File: config.mk
export PLATFORM = sky130hd
export DESIGN_NAME = range_alarm_monitor
export DESIGN_NICKNAME = d
export VERILOG_FILES = /design/src/rtl/rng_mon_pkg.sv /design/src/rtl/rng_mon_channel.sv /design/src/rtl/rng_mon_alarm.sv /design/src/rtl/range_alarm_monitor.sv
export SDC_FILE = /design/constraint.sdc
export NUM_CORES = 1
export LEC_CHECK = 0
export ABC_AREA = 1
export BUFFER_PORTS_ARGS = -buffer_cell sky130_fd_sc_hd__buf_4
export CAP_MARGIN = 20
export CORE_MARGIN = 1.5
export CORE_UTILIZATION = 56
export DETAILED_ROUTE_END_ITERATION = 7
export PLACE_DENSITY = 0.95
export SLEW_MARGIN = 25
export SYNTH_ARGS = -nofsm -noshare
export SYNTH_HDL_FRONTEND = slang
export SYNTH_HIERARCHICAL = 1
export SYNTH_SLANG_ARGS = --single-unit
File: constraint.sdc
create_clock -name clk -period 3.75 [get_ports clk]
set_input_delay 0.1875 -clock clk [delete_from_list [all_inputs] [get_ports clk]]
set_output_delay 0.1875 -clock clk [all_outputs]
set_load 0.02 [all_outputs]
File: src/rtl/rng_mon_pkg.sv
package rng_mon_pkg;

    typedef enum logic [1:0] {
        CH_OFF  = 2'd0,
        CH_WAIT = 2'd1,
        CH_RUN  = 2'd2,
        CH_HOLD = 2'd3
    } ch_state_e;

    typedef enum logic {
        AL_IDLE   = 1'b0,
        AL_ACTIVE = 1'b1
    } al_state_e;

endpackage

File: src/rtl/rng_mon_channel.sv
module rng_mon_channel
    import rng_mon_pkg::*;
#(
    parameter int DATA_W = 16
) (
    input  logic                     clk,
    input  logic                     rst_n,
    input  logic                     det_en,
    input  logic                     ch_en,
    input  logic                     smp_vld,
    input  logic signed [DATA_W-1:0] smp_data,
    input  logic signed [DATA_W-1:0] lo_lim,
    input  logic signed [DATA_W-1:0] hi_lim,
    input  logic                     clr_ok,
    output logic                     oor_evt,
    output logic                     in_hold,
    output logic                     err_flag,
    output logic                     done,
    output logic [DATA_W-1:0]        dout,
    output logic                     restart
);

    ch_state_e         st_q, st_d;
    logic              below, above;
    logic              load, resume;
    logic [DATA_W-1:0] dout_q;
    logic              restart_q;
    logic              flag_q;

    // Window comparison; both limit values count as in range.
    always_comb begin
        below   = smp_data < lo_lim;
        above   = smp_data > hi_lim;
        oor_evt = det_en && ch_en && smp_vld && (below || above);
    end

    // Next-state decision.
    always_comb begin
        st_d   = st_q;
        load   = 1'b0;
        resume = 1'b0;
        if (!ch_en) begin
            st_d = CH_OFF;
        end else begin
            unique case (st_q)
                CH_OFF, CH_WAIT, CH_RUN: begin
                    if (oor_evt) begin
                        st_d = CH_HOLD;
                    end else if (smp_vld) begin
                        st_d = CH_RUN;
                        load = 1'b1;
                    end else if (st_q == CH_OFF) begin
                        st_d = CH_WAIT;
                    end
                end
                CH_HOLD: begin
                    if (!oor_evt && smp_vld) begin
                        st_d   = CH_RUN;
                        load   = 1'b1;
                        resume = 1'b1;
                    end
                end
                default: st_d = CH_OFF;
            endcase
        end
    end

    // State register.
    always_ff @(posedge clk) begin
        if (!rst_n) st_q <= CH_OFF;
        else        st_q <= st_d;
    end

    // Output registers.
    always_ff @(posedge clk) begin
        if (!rst_n) begin
            dout_q    <= '0;
            restart_q <= 1'b0;
            flag_q    <= 1'b0;
        end else begin
            if (load) dout_q <= smp_data;
            restart_q <= resume;
            if (clr_ok) flag_q <= 1'b0;
            else if (oor_evt) flag_q <= 1'b1;
        end
    end

    assign in_hold  = (st_q == CH_HOLD);
    assign done     = (st_q == CH_RUN);
    assign dout     = dout_q;
    assign restart  = restart_q;
    assign err_flag = flag_q;

    // a held output changes only when leaving hold for a fresh update.
    a_r5_hold_frozen: assert property (@(posedge clk) disable iff (!rst_n)
        (st_q == CH_HOLD) |=> (st_q == CH_RUN || $stable(dout_q)));

    // a violation clears the conversion-complete flag at the next edge.
    a_r4_done_drops: assert property (@(posedge clk) disable iff (!rst_n)
        oor_evt |=> !done);

    // the restart pulse always accompanies a valid output.
    a_r10_restart_with_done: assert property (@(posedge clk) disable iff (!rst_n)
        restart_q |-> done);

    // a disabled channel never reports completion.
    a_r12_off_not_done: assert property (@(posedge clk) disable iff (!rst_n)
        !ch_en |=> !done);

endmodule

File: src/rtl/rng_mon_alarm.sv
module rng_mon_alarm
    import rng_mon_pkg::*;
#(
    parameter int NUM_CH    = 4,
    parameter int BLINK_DIV = 8
) (
    input  logic              clk,
    input  logic              rst_n,
    input  logic [NUM_CH-1:0] oor_vec,
    input  logic [NUM_CH-1:0] hold_vec,
    input  logic              clr_req,
    output logic              clr_ok,
    output logic              err_out,
    output logic              alarm
);

    localparam int CNT_W = (BLINK_DIV > 1) ? $clog2(BLINK_DIV) : 1;
    localparam logic [CNT_W-1:0] CNT_LAST = CNT_W'(BLINK_DIV - 1);

    al_state_e        st_q, st_d;
    logic [CNT_W-1:0] cnt_q;
    logic             alarm_q;

    // A new violation or any channel still in hold blocks the clear.
    assign clr_ok = clr_req && (st_q == AL_ACTIVE) && !(|hold_vec) && !(|oor_vec);

    always_comb begin
        st_d = st_q;
        unique case (st_q)
            AL_IDLE:   if (|oor_vec) st_d = AL_ACTIVE;
            AL_ACTIVE: if (clr_ok)   st_d = AL_IDLE;
            default:   st_d = AL_IDLE;
        endcase
    end

    always_ff @(posedge clk) begin
        if (!rst_n) st_q <= AL_IDLE;
        else        st_q <= st_d;
    end

    // Blink generator: BLINK_DIV cycles high, then BLINK_DIV low, repeating.
    always_ff @(posedge clk) begin
        if (!rst_n) begin
            cnt_q   <= '0;
            alarm_q <= 1'b0;
        end else if (st_d == AL_IDLE) begin
            cnt_q   <= '0;
            alarm_q <= 1'b0;
        end else if (st_q == AL_IDLE) begin
            cnt_q   <= '0;
            alarm_q <= 1'b1;
        end else if (cnt_q == CNT_LAST) begin
            cnt_q   <= '0;
            alarm_q <= !alarm_q;
        end else begin
            cnt_q   <= cnt_q + 1'b1;
        end
    end

    assign err_out = (st_q == AL_ACTIVE);
    assign alarm   = alarm_q;

    // any violation leaves the error set at the next edge.
    a_r3_err_on_violation: assert property (@(posedge clk) disable iff (!rst_n)
        (|oor_vec) |=> err_out);

    // the error only falls after a clear request.
    a_r7_fall_needs_request: assert property (@(posedge clk) disable iff (!rst_n)
        $fell(err_out) |-> $past(clr_req));

    // a channel still in hold keeps the error set.
    a_r7_hold_blocks_clear: assert property (@(posedge clk) disable iff (!rst_n)
        (err_out && (|hold_vec)) |=> err_out);

    // the alarm is quiet when no error is pending.
    a_r6_alarm_quiet: assert property (@(posedge clk) disable iff (!rst_n)
        !err_out |-> !alarm_q);

    // the alarm starts high when the error rises.
    a_r6_alarm_starts_high: assert property (@(posedge clk) disable iff (!rst_n)
        $rose(err_out) |-> alarm_q);

endmodule

File: src/rtl/range_alarm_monitor.sv
module range_alarm_monitor
    import rng_mon_pkg::*;
#(
    parameter int NUM_CH    = 4,
    parameter int DATA_W    = 16,
    parameter int BLINK_DIV = 8
) (
    input  logic                     clk,
    input  logic                     rst_n,
    input  logic                     det_en,
    input  logic [NUM_CH-1:0]        ch_en,
    input  logic [NUM_CH-1:0]        smp_vld,
    input  logic [NUM_CH*DATA_W-1:0] smp_data,
    input  logic [NUM_CH*DATA_W-1:0] lo_lim,
    input  logic [NUM_CH*DATA_W-1:0] hi_lim,
    input  logic                     clr_req,
    output logic                     err_out,
    output logic                     alarm,
    output logic [NUM_CH-1:0]        ch_err_flag,
    output logic [NUM_CH-1:0]        done_flag,
    output logic [NUM_CH*DATA_W-1:0] dout,
    output logic [NUM_CH-1:0]        filt_restart
);

    logic [NUM_CH-1:0] oor_vec;
    logic [NUM_CH-1:0] hold_vec;
    logic              clr_ok;

    for (genvar c = 0; c < NUM_CH; c++) begin : g_ch
        rng_mon_channel #(
            .DATA_W (DATA_W)
        ) u_ch (
            .clk      (clk),
            .rst_n    (rst_n),
            .det_en   (det_en),
            .ch_en    (ch_en[c]),
            .smp_vld  (smp_vld[c]),
            .smp_data (smp_data[c*DATA_W +: DATA_W]),
            .lo_lim   (lo_lim[c*DATA_W +: DATA_W]),
            .hi_lim   (hi_lim[c*DATA_W +: DATA_W]),
            .clr_ok   (clr_ok),
            .oor_evt  (oor_vec[c]),
            .in_hold  (hold_vec[c]),
            .err_flag (ch_err_flag[c]),
            .done     (done_flag[c]),
            .dout     (dout[c*DATA_W +: DATA_W]),
            .restart  (filt_restart[c])
        );
    end

    rng_mon_alarm #(
        .NUM_CH    (NUM_CH),
        .BLINK_DIV (BLINK_DIV)
    ) u_alarm (
        .clk      (clk),
        .rst_n    (rst_n),
        .oor_vec  (oor_vec),
        .hold_vec (hold_vec),
        .clr_req  (clr_req),
        .clr_ok   (clr_ok),
        .err_out  (err_out),
        .alarm    (alarm)
    );

    // a latched channel flag always implies the shared error.
    a_r11_flag_implies_err: assert property (@(posedge clk) disable iff (!rst_n)
        (|ch_err_flag) |-> err_out);

    // flags persist while the error is pending.
    a_r11_flags_sticky: assert property (@(posedge clk) disable iff (!rst_n)
        (err_out && !clr_req) |=> (ch_err_flag & $past(ch_err_flag)) == $past(ch_err_flag));

endmodule

# == Yosys cells after proc, flatten, opt, wreduce, memory -nomap -nowiden ==
# Cells that the tools add are included.
# totals
regBits,85
wordCells,153
input_bits,204
# op_classes
muxes,45
eq_ne,22
order_cmp,8
n_bitwise,3
reduce_logical,55
addsub,1
# op_table
cell,count
$gt 16x16->1,4
$lt 16x16->1,4
$mux 2,16
$mux 1,20
$logic_and 1x1->1,19
$reduce_and 2->1,9
$eq 2x2->1 const B,8
$ne 4x2->1 const B,4
$pmux 2 s2,4
$reduce_and 3->1,4
$reduce_or 3->1,4
$reduce_or 4->1,3
$ne 2x2->1 const B,5
$pmux 1 s2,5
$eq 2x1->1 const B,4
$logic_not 2->1,4
$logic_not 1->1,7
$logic_or 1x1->1,4
$add 3x1->3 const B,1
$eq 3x3->1 const B,1
$not 1->1,3
$reduce_or 2->1,1

# == Longest topological paths before layout ==
# Gate-level depths: netlist of run 1.
# logic_depth
word_depth,10
depth_mapped,22
ltp_nobuf,22

# == By module ==
# The synthesis of run 1 kept the hierarchy.
# modules_own_cells
module,n_inst,cells_each,seq_area_each_um2,area_each_um2
rng_mon_channel (g_ch[1].u_ch ...),3,301,400.4,1898.1
rng_mon_channel (g_ch[0].u_ch),1,308,400.4,1948.1
rng_mon_alarm,1,33,100.1,240.2

# == Worst setup path before layout of run 1 ==
# No wires, ideal clock.
# synth_path
kind,input port to flip-flop
start,input hi_lim[31]
end,register g_ch[0].u_ch.flag_q
required_time_ns,3.634
stages,15
n_path_buf,0
path_slack_ns,1.917
arrival_ns,1.717
path_cell_list,inv_1 ha_1 a21oi_1 o21ai_0 a21oi_1 nand3_1 nand3_2 nand2_2 nand2_4 inv_1 nor2_1 and2_1 nand2_2 inv_1 nor2_1
# synth_via
elab_chain_len,7
# synth_rtl
item,line,text
from (decl),range_alarm_monitor.sv:15,"input logic [NUM_CH*DATA_W-1:0] hi_lim,"
$gt 16x16->1,rng_mon_channel.sv:33,above = smp_data > hi_lim;
$logic_or 1x1->1,rng_mon_channel.sv:34,oor_evt = det_en && ch_en && smp_vld && (below || above);
$logic_and 1x1->1,rng_mon_channel.sv:34,
net oor_vec[1],range_alarm_monitor.sv:25,logic [NUM_CH-1:0] oor_vec;
$reduce_or 4->1,rng_mon_alarm.sv:25,assign clr_ok = clr_req && (st_q == AL_ACTIVE) && !(|hold_vec) && !(|oor_vec);
$logic_not 1->1,rng_mon_alarm.sv:25,
$logic_and 1x1->1,rng_mon_alarm.sv:25,
net clr_ok,range_alarm_monitor.sv:27,logic clr_ok;
$reduce_or 2->1 (no source line),n/a,
to (signal assigned),rng_mon_channel.sv:79,flag_q <= 1'b0;
to (signal assigned),rng_mon_channel.sv:83,if (clr_ok) flag_q <= 1'b0;
to (signal assigned),rng_mon_channel.sv:84,else if (oor_evt) flag_q <= 1'b1;
to (decl),rng_mon_channel.sv:28,logic flag_q;
# The timed path passes the listed nets, and every way through them passes these cells.
# A chain may end at the register's enable or synchronous reset.

# == Worst setup path after layout of run 1 ==
# layout_path
start,input smp_data[27]
end,register g_ch[3].u_ch.flag_q
# layout_via
elab_chain_len,7
# layout_rtl
item,line,text
from (decl),range_alarm_monitor.sv:13,"input logic [NUM_CH*DATA_W-1:0] smp_data,"
$lt 16x16->1 / $gt 16x16->1 (equally long branches),"rng_mon_channel.sv:32, rng_mon_channel.sv:33",
$logic_or 1x1->1 (*),rng_mon_channel.sv:34,
$logic_and 1x1->1 (*),rng_mon_channel.sv:34,
net oor_vec[1],range_alarm_monitor.sv:25,
$reduce_or 4->1 (*),rng_mon_alarm.sv:25,
$logic_not 1->1 (*),rng_mon_alarm.sv:25,
$logic_and 1x1->1 (*),rng_mon_alarm.sv:25,
net clr_ok,range_alarm_monitor.sv:27,
$reduce_or 2->1 (no source line) (*),n/a,
to (signal assigned),rng_mon_channel.sv:79,
to (signal assigned),rng_mon_channel.sv:83,
to (signal assigned),rng_mon_channel.sv:84,
to (decl),rng_mon_channel.sv:28,
# Mark *: on every way through the listed nets, which the timed path passes. The rest lies on a longest branch.

==> reports/results.ini, run 1 <==
[global_route]
grt_pass1_wl_um = 33300
met3_usage_pct = 5.34
grt-ovfl-total = 0
grt_pass1_vias = 7762
track_usage_pct = 27.6
grt_util_met2_pct = 50.6
grtUsageMet1_pct = 31.5
grt_start_max_net_pins = 74
grt-busiest-layer = met2
antenna_found_initial = 0

[setup_path]
cp_data_arrival_time_ns = 2.25
cp-start-kind = input pin
r2r_slack_ns = 2.47
critPathCaptureType = flop
path_max_fanout = 19
cp.required_ns = 3.98
reg2reg_to = g_ch[3].u_ch/err_flag
r2r-start = g_ch[3].u_ch/st_q[0]
r2r_cells = 7
critPathKind = input pin to flop

[synth]
yosys_warnings = 6
syn_inst = 1244
async_flop_share_pct = 0
synth_common_cells = inv_1, nand2_1, ha_1
synth_most_common_cell = inv_1
syn_nets = 1582
yosysSeqAreaShare_pct = 21.6
synth_area_leaders = dfxtp_1, ha_1, inv_1
yosys.area.top_type = dfxtp_1
syn_area_um2 = 7880
synthDominantCellAreaShare_pct = 21.6
synth_ff_type = dfxtp_1
synth.distinct_cells = 29
synth_edf_count = 0
syn_area_per_cell_um2 = 6.34
synth_seq_cells = 85

[floorplan]
core_area_um2 = 13800
die_h_um = 122
dieWidth_um = 122
fp-row-count = 43
ioPinCount = 282
start_util_pct = 57.0
die_area_um2 = 14800

[timing]
fin_worst_skew_ns = 0.00487
slew_violations = 0
fin_tns_setup_ns = 0
setup_viol = 0
rsz0062_at_grt = false
worst_pin_slew_ns = 0.768
period_share_pct = 53.9
maxSlewHeadroom_pct = 48.8
layout_min_cycle_time_ns = 2.02
hold_viol_final = 0
max_freq_ghz = 0.494

[placement]
hpwl_um = 17000
gp_congestion = 0.886
io_buffer_count = 281
place_inst = 1673
placed_cell_area_um2 = 10100

[final_layout]
design_area_um2 = 10400
stdcell_count = 1689
post-route-util_pct = 75.1
drive_gt1_share_pct = 23.6
antenna_cells = 0
area_growth_pct = 31.7
fillerInstances = 1054
regArea_um2 = 1700
multi_input_area_um2 = 4570
nNetsFinal = 1842

[clock_tree]
post-cts-setup-buffers = 0
hold_buffers = 0
cts_resized = 0
cts_htree_levels = 3
worstSkewPairLatency_ns = 0.34
ctsLongestPathBuffers = 2
cts_tree = done
clock-root-buffer = clkbuf_16
path_clk_slew_ns = 0.06
cts_buffers = 9
clock-sinks = 85

[hold_path]
holdPathEnd = g_ch[1].u_ch/dout[0]
worstHoldPathCells = 5
min_path_type = input pin to flop
min_from = smp_data[16]

[routing]
drtIter0Drc = 615
ant_nets = 0
drt-pass1-iter-count = 5
viasPerCell = 4.94
detail_route.wirelength_um = 21000
post-route-drc-count = 0
wl_per_cell_um = 12.4
via_count = 8345

[power_and_ir_drop]
power_mw = 2.99
total_leakage_power_nw = 6.52
power_density_nw_per_um2 = 288
ir_worst_vdd_mv = 0.241

[run_status]
status = completed

[flow_run]
maxCapViolations = 0

==> state kept, by name, summed over array words and instances, names as in the netlist <==
register,flops
g_ch.u_ch/st_q,8
g_ch.u_ch/dout,64
u_alarm/alarm,1
u_alarm/cnt_q,3
g_ch.u_ch/err_flag,4
g_ch.u_ch/restart,4
u_alarm/err_out,1
==> power by group <==
part / switching, mW / internal (mW)
Sequential: 0.0378 / 0.965
Combinational: 0.558 / 0.447
Clock: 0.390 / 0.595
==> cell usage in the layout (no fill, tap or decap), types with 9 or more instances in the layout <==
master / instances
dfxtp_1: 85
nand4_1: 68
nor2_1: 102
nand3_1: 19
a21oi_1: 66
nand2_1: 263
nand2_2: 22
o21ai_0: 19
ha_1: 134
inv_2: 10
clkbuf_16: 9
buf_4: 281
inv_1: 373
==> logic make-up (layout without fill, tap and decap cells) <==
family	count (synthesis)	in the layout	share of synthesized area, %
AND/OR/NAND/NOR	518	518	30.8
adder cells (fa/ha/maj)	134	134	21.3
flip-flops	85	85	21.6
AO/OA/AOI/OAI	91	91	5.94
buffers and inverters	416	681	20.4
==> area by class of cell <==
class,count,share of cell area (%)
multi-input cells,743,44.1
repair buffers,281,20.3
flip-flops and latches,85,16.4
inverters,384,13.9
clock buffers,9,2.17
well taps,180,2.17
clock inverters,7,1.01
==> through the flow <==
stage	hold WS [ns]	worst slack, ns
finish	0.194	1.73
global route	0.208	1.50
CTS	0.183	1.77
detailed placement	0.416	1.40
global placement	0.407	1.48
floorplan	0.397	1.92
==> critical path, cell delays in order <==
cell and delay (ns):
buf_4 0.13, ha_1 0.32, a21oi_1 0.14, o21ai_0 0.12
a21oi_1 0.19, nand3_1 0.12, nand3_2 0.10, nand2_2 0.07
nand2_4 0.19, inv_1 0.10, nor2_1 0.16, and2_1 0.16
nand2_2 0.08, inv_1 0.12, nor2_1 0.06
==> per-layer routing <==
metal  wire length [µm]  vias to the layer above
li1                   -                     4277
met1               8410                     3663
met2              10500                      346
met3               1530                       59
met4                529                        0
met5                  0                        -
==> worst max path at each step <==
stage | from | to | slack (ns) | depth (start not counted)
after floorplan | hi_lim[31] | g_ch[0].u_ch/err_flag | 1.92 | 15
after global placement | smp_data[43] | g_ch[0].u_ch/err_flag | 1.48 | 15
after detailed placement | smp_data[27] | g_ch[2].u_ch/err_flag | 1.40 | 15
after CTS | smp_data[27] | g_ch[2].u_ch/err_flag | 1.77 | 15
after global routing | smp_data[37] | g_ch[1].u_ch/err_flag | 1.50 | 17
final | smp_data[27] | g_ch[3].u_ch/err_flag | 1.73 | 15
(Power assumes the default switching activity.)
==> run 2, diff against run 1 <==
Settings changed: ABC_AREA 1 to 0, CORE_UTILIZATION 56 to 45, PLACE_DENSITY 0.95 to 0.87.
Clock period 3.75 ns to 1.8 ns, I/O delays scaled along.
==> reports/results.ini, run 2 <==
[run_status]
status = finished with violations
violations = setup timing

[power_and_ir_drop]
power_density_nw_per_um2 = 536  ; +86%
total_leakage_power_nw = 5.96  ; -8.5%
ir_worst_vdd_mv = 0.429  ; +78%

[floorplan]
ioPinCount = 282  ; unchanged
fp-row-count = 45  ; +4.7%
start_util_pct = 45.8  ; -11 points
dieWidth_um = 127  ; +4.6%
core_area_um2 = 15100  ; +9.5%
die_area_um2 = 16200  ; +9.4%
die_h_um = 127  ; +4.6%

[clock_tree]
ctsLongestPathBuffers = 2  ; unchanged
cts_buffers = 9  ; unchanged
clock-root-buffer = clkbuf_16
worstSkewPairLatency_ns = 0.34  ; about the same
cts_htree_levels = 3  ; unchanged
path_clk_slew_ns = 0.07  ; about the same
clock-sinks = 85  ; unchanged
cts_tree = done

[setup_path]
r2r_cells = 5  ; -2
reg2reg_to = g_ch[0].u_ch/err_flag
cp_data_arrival_time_ns = 2.40  ; +0.15 ns
cp-start-kind = input pin
r2r_slack_ns = 0.21  ; -2.26 ns
path_max_fanout = 5  ; -14
critPathKind = input pin to flop
r2r-start = g_ch[1].u_ch/st_q[1]
critPathCaptureType = flop
cp.required_ns = 2.04  ; -1.94 ns
startpoint = hi_lim[17]
crit_path_end = g_ch[0].u_ch/err_flag

[final_layout]
stdcell_count = 1430  ; -15%
final_common_cell = buf_4
nNetsFinal = 1575  ; -14%
regArea_um2 = 1700  ; unchanged
fillerInstances = 978  ; -7.2%
area_growth_pct = 68.1
multi_input_area_um2 = 5490  ; +20%
largest_register_ffs = 64  ; unchanged
antenna_cells = 0  ; unchanged
drive_gt1_share_pct = 46.0  ; +22 points
final_cell_mix = buf_4, nand2_1, inv_1, dfxtp_1, ha_1

[timing]
period_share_pct = 120
maxSlewHeadroom_pct = 64.0  ; +15 points
hold_viol_final = 0  ; unchanged
fin_worst_skew_ns = 0.00753  ; +0.00266 ns
worst_pin_slew_ns = 0.526  ; -0.241 ns
setup_viol = 62  ; +62
slew_violations = 0  ; unchanged
layout_min_cycle_time_ns = 2.16
rsz0062_at_grt = true
fin_tns_setup_ns = -12.84  ; -12.84 ns
max_freq_ghz = 0.462
fin_ws_ns = -0.362  ; -2.09 ns

[routing]
ant_nets = 0  ; unchanged
drt-pass1-iter-count = 5  ; unchanged
drtIter0Drc = 263  ; -57%
post-route-drc-count = 0  ; unchanged
via_count = 7613  ; -8.8%
wl_per_cell_um = 17.2  ; +39%
viasPerCell = 5.32  ; +7.8%
detail_route.wirelength_um = 24600  ; +18%

[synth]
synth_most_common_cell = nand2_1
synth.distinct_cells = 50  ; +72%
synth_ff_type = dfxtp_1
synth_edf_count = 0  ; unchanged
yosys_warnings = 6  ; unchanged
syn_inst = 840  ; -32%
synthDominantCellAreaShare_pct = 24.5  ; +2.9 points
async_flop_share_pct = 0  ; unchanged
yosysSeqAreaShare_pct = 24.5  ; +2.9 points
syn_area_um2 = 6940  ; -12%
synth_area_leaders = dfxtp_1, ha_1, mux2i_1
syn_area_per_cell_um2 = 8.27  ; +30%
yosys.area.top_type = dfxtp_1
syn_nets = 1178  ; -26%
synth_common_cells = nand2_1, inv_1, ha_1
synth_seq_cells = 85  ; unchanged

[global_route]
grt-ovfl-total = 0  ; unchanged
antenna_found_initial = 0  ; unchanged
track_usage_pct = 28.6  ; +0.92 points
grt_start_max_net_pins = 39  ; -47%
grt_pass1_vias = 7850  ; +1.1%
grt_pass1_wl_um = 36900  ; +11%

[placement]
place_inst = 1395  ; -17%
io_buffer_count = 281  ; unchanged
hpwl_um = 18700  ; +9.8%
gp_congestion = 0.933  ; +5.3%

[flow_run]
maxCapViolations = 0  ; unchanged

[hold_path]
min_from = smp_data[11]
min_path_type = input pin to flop

-- run 2: cell types whose count changed after synthesis, sizes merged, moves of 8 or more --
cell    change
inv       -239
nand2b     +14
o21ai       -8
nand2     -135
o21bai      +9
a21oi      -29
mux2i      +67
nand4      -36
buf        -16
nor2       -88
nand3      -18
a21o       +16
-- run 2: how the worst min path moves through the flow --
| stage | endpoint | slack (ns) | cells after the start |
|---|---|---|---|
| detailed placement | g_ch[2].u_ch/dout[2] | 0.38 | 3 |
| CTS | g_ch[0].u_ch/dout[13] | 0.004 | 3 |
| global placement | g_ch[2].u_ch/dout[0] | 0.36 | 3 |
| finish | g_ch[0].u_ch/dout[11] | 0.01 | 3 |
| floorplan | g_ch[1].u_ch/st_q[0] | 0.20 | 1 |
| global route | g_ch[0].u_ch/dout[11] | 0.01 | 3 |
-- run 2: timing repair --
item / CTS / global route
buffers inserted: 7 / 8
hold endpoints to repair: 4 / 1
gates cloned: 1 / 1
hold buffers: 4 / 1
pin swaps: 30 / 24
endpoints found under the setup margin: 65 / 79
resized for setup: 46 / 47
-- run 2: cells by family (layout without fill, tap and decap cells) --
kind of cell	after synthesis	in the layout	synth area share [%]
simple gates	268	268	19.4
fa+ha+maj	134	134	24.1
mux	67	67	9.66
flops	85	85	24.5
compound gates	120	120	12.5
xor+xnor	1	1	0.126
buf+inv	165	567	9.71
-- run 2: cell type report --
| type | instances | area share (%) |
|---|---|---|
| Multi-Input combinational cell | 590 | 47.0 |
| Timing Repair Buffer | 407 | 28.7 |
| Sequential cell | 85 | 14.6 |
| Inverter | 144 | 5.36 |
| Tap cell | 188 | 2.02 |
| Clock buffer | 9 | 1.93 |
| Clock inverter | 7 | 0.450 |
-- run 2: per-layer routing --
layer,global-route usage (%),wire [µm],vias to the layer above
met5,0,0,-
met4,12.8,806,0
met3,5.32,1510,64
met2,53.8,12900,319
met1,31.0,9460,3547
li1,-,-,3683
-- run 2: worst max-delay path: stages --
cell and delay [ns]:
buf_6 0.10, inv_4 0.05, ha_4 0.19, nor2b_4 0.12, o211ai_1 0.28, a2111oi_4 0.13
or4_4 0.44, a31oi_4 0.19, inv_2 0.09, nor4_4 0.30, and3_4 0.28, inv_2 0.03
o211a_1 0.11
-- run 2: power by group --
| group | switching (mW) | internal [mW] |
|---|---|---|
| logic | 1.16 | 1.28 |
| registers | 0.0643 | 1.99 |
| clock network | 0.827 | 0.940 |
-- run 2: metrics by stage --
stage                     total power, mW  utilization, %  cell area [µm²]  hold slack (ns)  worst slack, ns
after floorplan                      3.16               -             7600            0.197           -0.502
after global placement               4.17            70.8            10700            0.362           -0.609
after detailed placement             4.27            70.8            10700            0.379           -0.744
after CTS                            6.15            74.7            11300          0.00387           -0.287
after global routing                 6.57            77.1            11700           0.0109           -0.427
final                                6.26            77.1            11700           0.0122           -0.362
==> run 3, diff against run 2 <==
Settings changed: CORE_UTILIZATION 45 to 50, CTS_CLUSTER_DIAMETER set to 80, CTS_CLUSTER_SIZE set to 12, PLACE_DENSITY 0.87 to 0.91.
Clock period 1.8 ns to 2.1 ns, I/O delays scaled along.
==> reports/results.ini, run 3 (synthesized netlist as in run 2, its figures left out) <==
[power_and_ir_drop]
ir_worst_vdd_mv = 0.448  ; +4.3%
power_density_nw_per_um2 = 468  ; -13%
total_leakage_power_nw = 5.78  ; -3.0%

[clock_tree]
cts_buffers = 9  ; unchanged
cts_htree_levels = 3  ; unchanged
worstSkewPairLatency_ns = 0.34  ; about the same
path_clk_slew_ns = 0.06  ; about the same
clock-root-buffer = clkbuf_16
hold_buffers = 0  ; -4
ctsLongestPathBuffers = 2  ; unchanged
clock-sinks = 85  ; unchanged
cts_tree = done

[timing]
layout_min_cycle_time_ns = 2.25
rsz0062_at_grt = true
fin_ws_ns = -0.152  ; +0.210 ns
slew_violations = 0  ; unchanged
whs_ns = 0.0264  ; +0.0142 ns
hold_viol_final = 0  ; unchanged
max_freq_ghz = 0.444
setup_viol = 9  ; -85%
fin_tns_setup_ns = -0.712  ; +12.13 ns
fin_worst_skew_ns = 0.00773  ; +0.000203 ns
worst_pin_slew_ns = 0.579  ; +0.0527 ns
maxSlewHeadroom_pct = 61.4  ; -2.6 points
period_share_pct = 107

[routing]
detail_route.wirelength_um = 23600  ; -4.4%
drtIter0Drc = 386  ; +47%
wl_per_cell_um = 16.9  ; -2.0%
ant_nets = 0  ; unchanged
drt-pass1-iter-count = 5  ; unchanged
viasPerCell = 5.49  ; +3.1%
via_count = 7655  ; +0.55%
post-route-drc-count = 0  ; unchanged

[setup_path]
cp.required_ns = 2.32  ; +0.28 ns
startpoint = smp_data[29]
cp_data_arrival_time_ns = 2.48  ; +0.08 ns
critPathKind = input pin to flop
critPathMaxStageDelay_ns = 0.59  ; +0.15 ns
crit_chain = buf_4 > ha_4 > buf_4 > nand4_1 > nand4b_1 > or4_4 > a31oi_4 > inv_2 > nor4_4 > and3_4 > inv_2 > o211a_1
cp-start-kind = input pin
reg2reg_to = g_ch[0].u_ch/err_flag
r2r-start = g_ch[1].u_ch/st_q[1]
path_max_fanout = 5  ; unchanged
cpMaxStageDelayCell = or4_4
r2r_cells = 5  ; unchanged
critPathCaptureType = flop
r2r_slack_ns = 0.52  ; +0.31 ns

[hold_path]
min_path_type = input pin to flop
holdPathEnd = g_ch[1].u_ch/st_q[0]
min_from = smp_vld[1]
worstHoldPathCells = 2  ; -1

[final_layout]
largest_register_ffs = 64  ; unchanged
area_growth_pct = 56.8
design_area_um2 = 10900  ; -6.7%
drive_gt1_share_pct = 40.7  ; -5.3 points
final_cell_mix = buf_4, nand2_1, inv_1, ha_1, dfxtp_1
stdcell_count = 1395  ; -2.4%
final_common_cell = buf_4
antenna_cells = 0  ; unchanged
nNetsFinal = 1552  ; -1.5%

[global_route]
grt_pass1_vias = 7464  ; -4.9%
grt_start_max_net_pins = 55  ; +41%
grt_pass1_wl_um = 34200  ; -7.5%
antenna_found_initial = 0  ; unchanged
grt-ovfl-total = 0  ; unchanged
track_usage_pct = 29.0  ; +0.42 points

[floorplan]
core_area_um2 = 13400  ; -12%
ioPinCount = 282  ; unchanged
die_area_um2 = 14600  ; -9.8%
start_util_pct = 51.8  ; +6.0 points
fp-row-count = 42  ; -6.7%
die_h_um = 121  ; -5.0%
dieWidth_um = 121  ; -5.0%

[placement]
gp_congestion = 0.901  ; -3.5%
io_buffer_count = 281  ; unchanged
hpwl_um = 17900  ; -4.3%
placed_cell_area_um2 = 10200  ; -4.9%
place_inst = 1373  ; -1.6%

[run_status]
violations = setup timing
status = finished with violations

[flow_run]
maxCapViolations = 0  ; unchanged

-- run 3: changes by cell type in the layout (fill, tap and decap cells not counted), moves of 6 or more --
cell     delta
a21oi_2     -6
inv_1      +17
inv_2      -10
ha_1       +21
nor3_1      +7
ha_4       -22
a21oi_1     +6
buf_6      -19
nor3_2      -6
buf_4       +6
-- run 3: worst max-delay path by stage --
stage                                  to  slack, ns  cells past startpoint
detailed placement   g_ch[2].u_ch/dout[8]      -0.53                     12
global route        g_ch[0].u_ch/err_flag      -0.25                     13
global placement    g_ch[0].u_ch/err_flag      -0.32                     13
floorplan           g_ch[0].u_ch/err_flag      -0.22                     12
CTS                 g_ch[0].u_ch/err_flag      -0.04                     13
finish              g_ch[0].u_ch/err_flag      -0.15                     12
-- run 3: layout make-up --
cell class,instances,area (µm²)
Clock buffer,11,233
Clock inverter,5,27.5
Fill cell,787,2510
Inverter,144,588
Multi-Input combinational cell,590,5080
Sequential cell,85,1700
Tap cell,176,220
Timing Repair Buffer,384,3040
-- run 3: timing repair --
action	4_1_cts	5_1_grt
buffers inserted	1	3
pin swaps	4	31
resized for setup	8	61
cloned	0	2
setup endpoints to repair	23	56
-- run 3: per-layer routing --
metal	part of all wire [%]	global-route usage, %
met1	37	32.4
met2	52	54.6
met3	6.1	4.34
met4	4.5	11.5
met5	0	0
-- run 3: report_power, final --
part	switching, mW	internal (mW)	total, mW
clock network	0.639	0.794	1.43
logic	0.928	0.981	1.91
registers	0.0551	1.70	1.76
total	1.62	3.48	5.10
-- run 3: through the flow --
stage | setup slack, ns | utilization (%) | power, mW
6_report | -0.152 | 81.3 | 5.10
3_3_place_gp | -0.317 | 76.1 | 3.44
2_1_floorplan | -0.220 | - | 2.65
4_1_cts | -0.0382 | 78.3 | 4.96
3_5_place_dp | -0.533 | 76.1 | 3.52
5_1_grt | -0.253 | 81.3 | 5.35
-- run 3: critical path, delay by kind of cell --
family | cells | cell delay (ns)
adders and majority gates | 1 | 0.24
and+or+nand+nor | 5 | 1.39
AOI/OAI and AO/OA | 2 | 0.34
buffers and inverters | 4 | 0.38
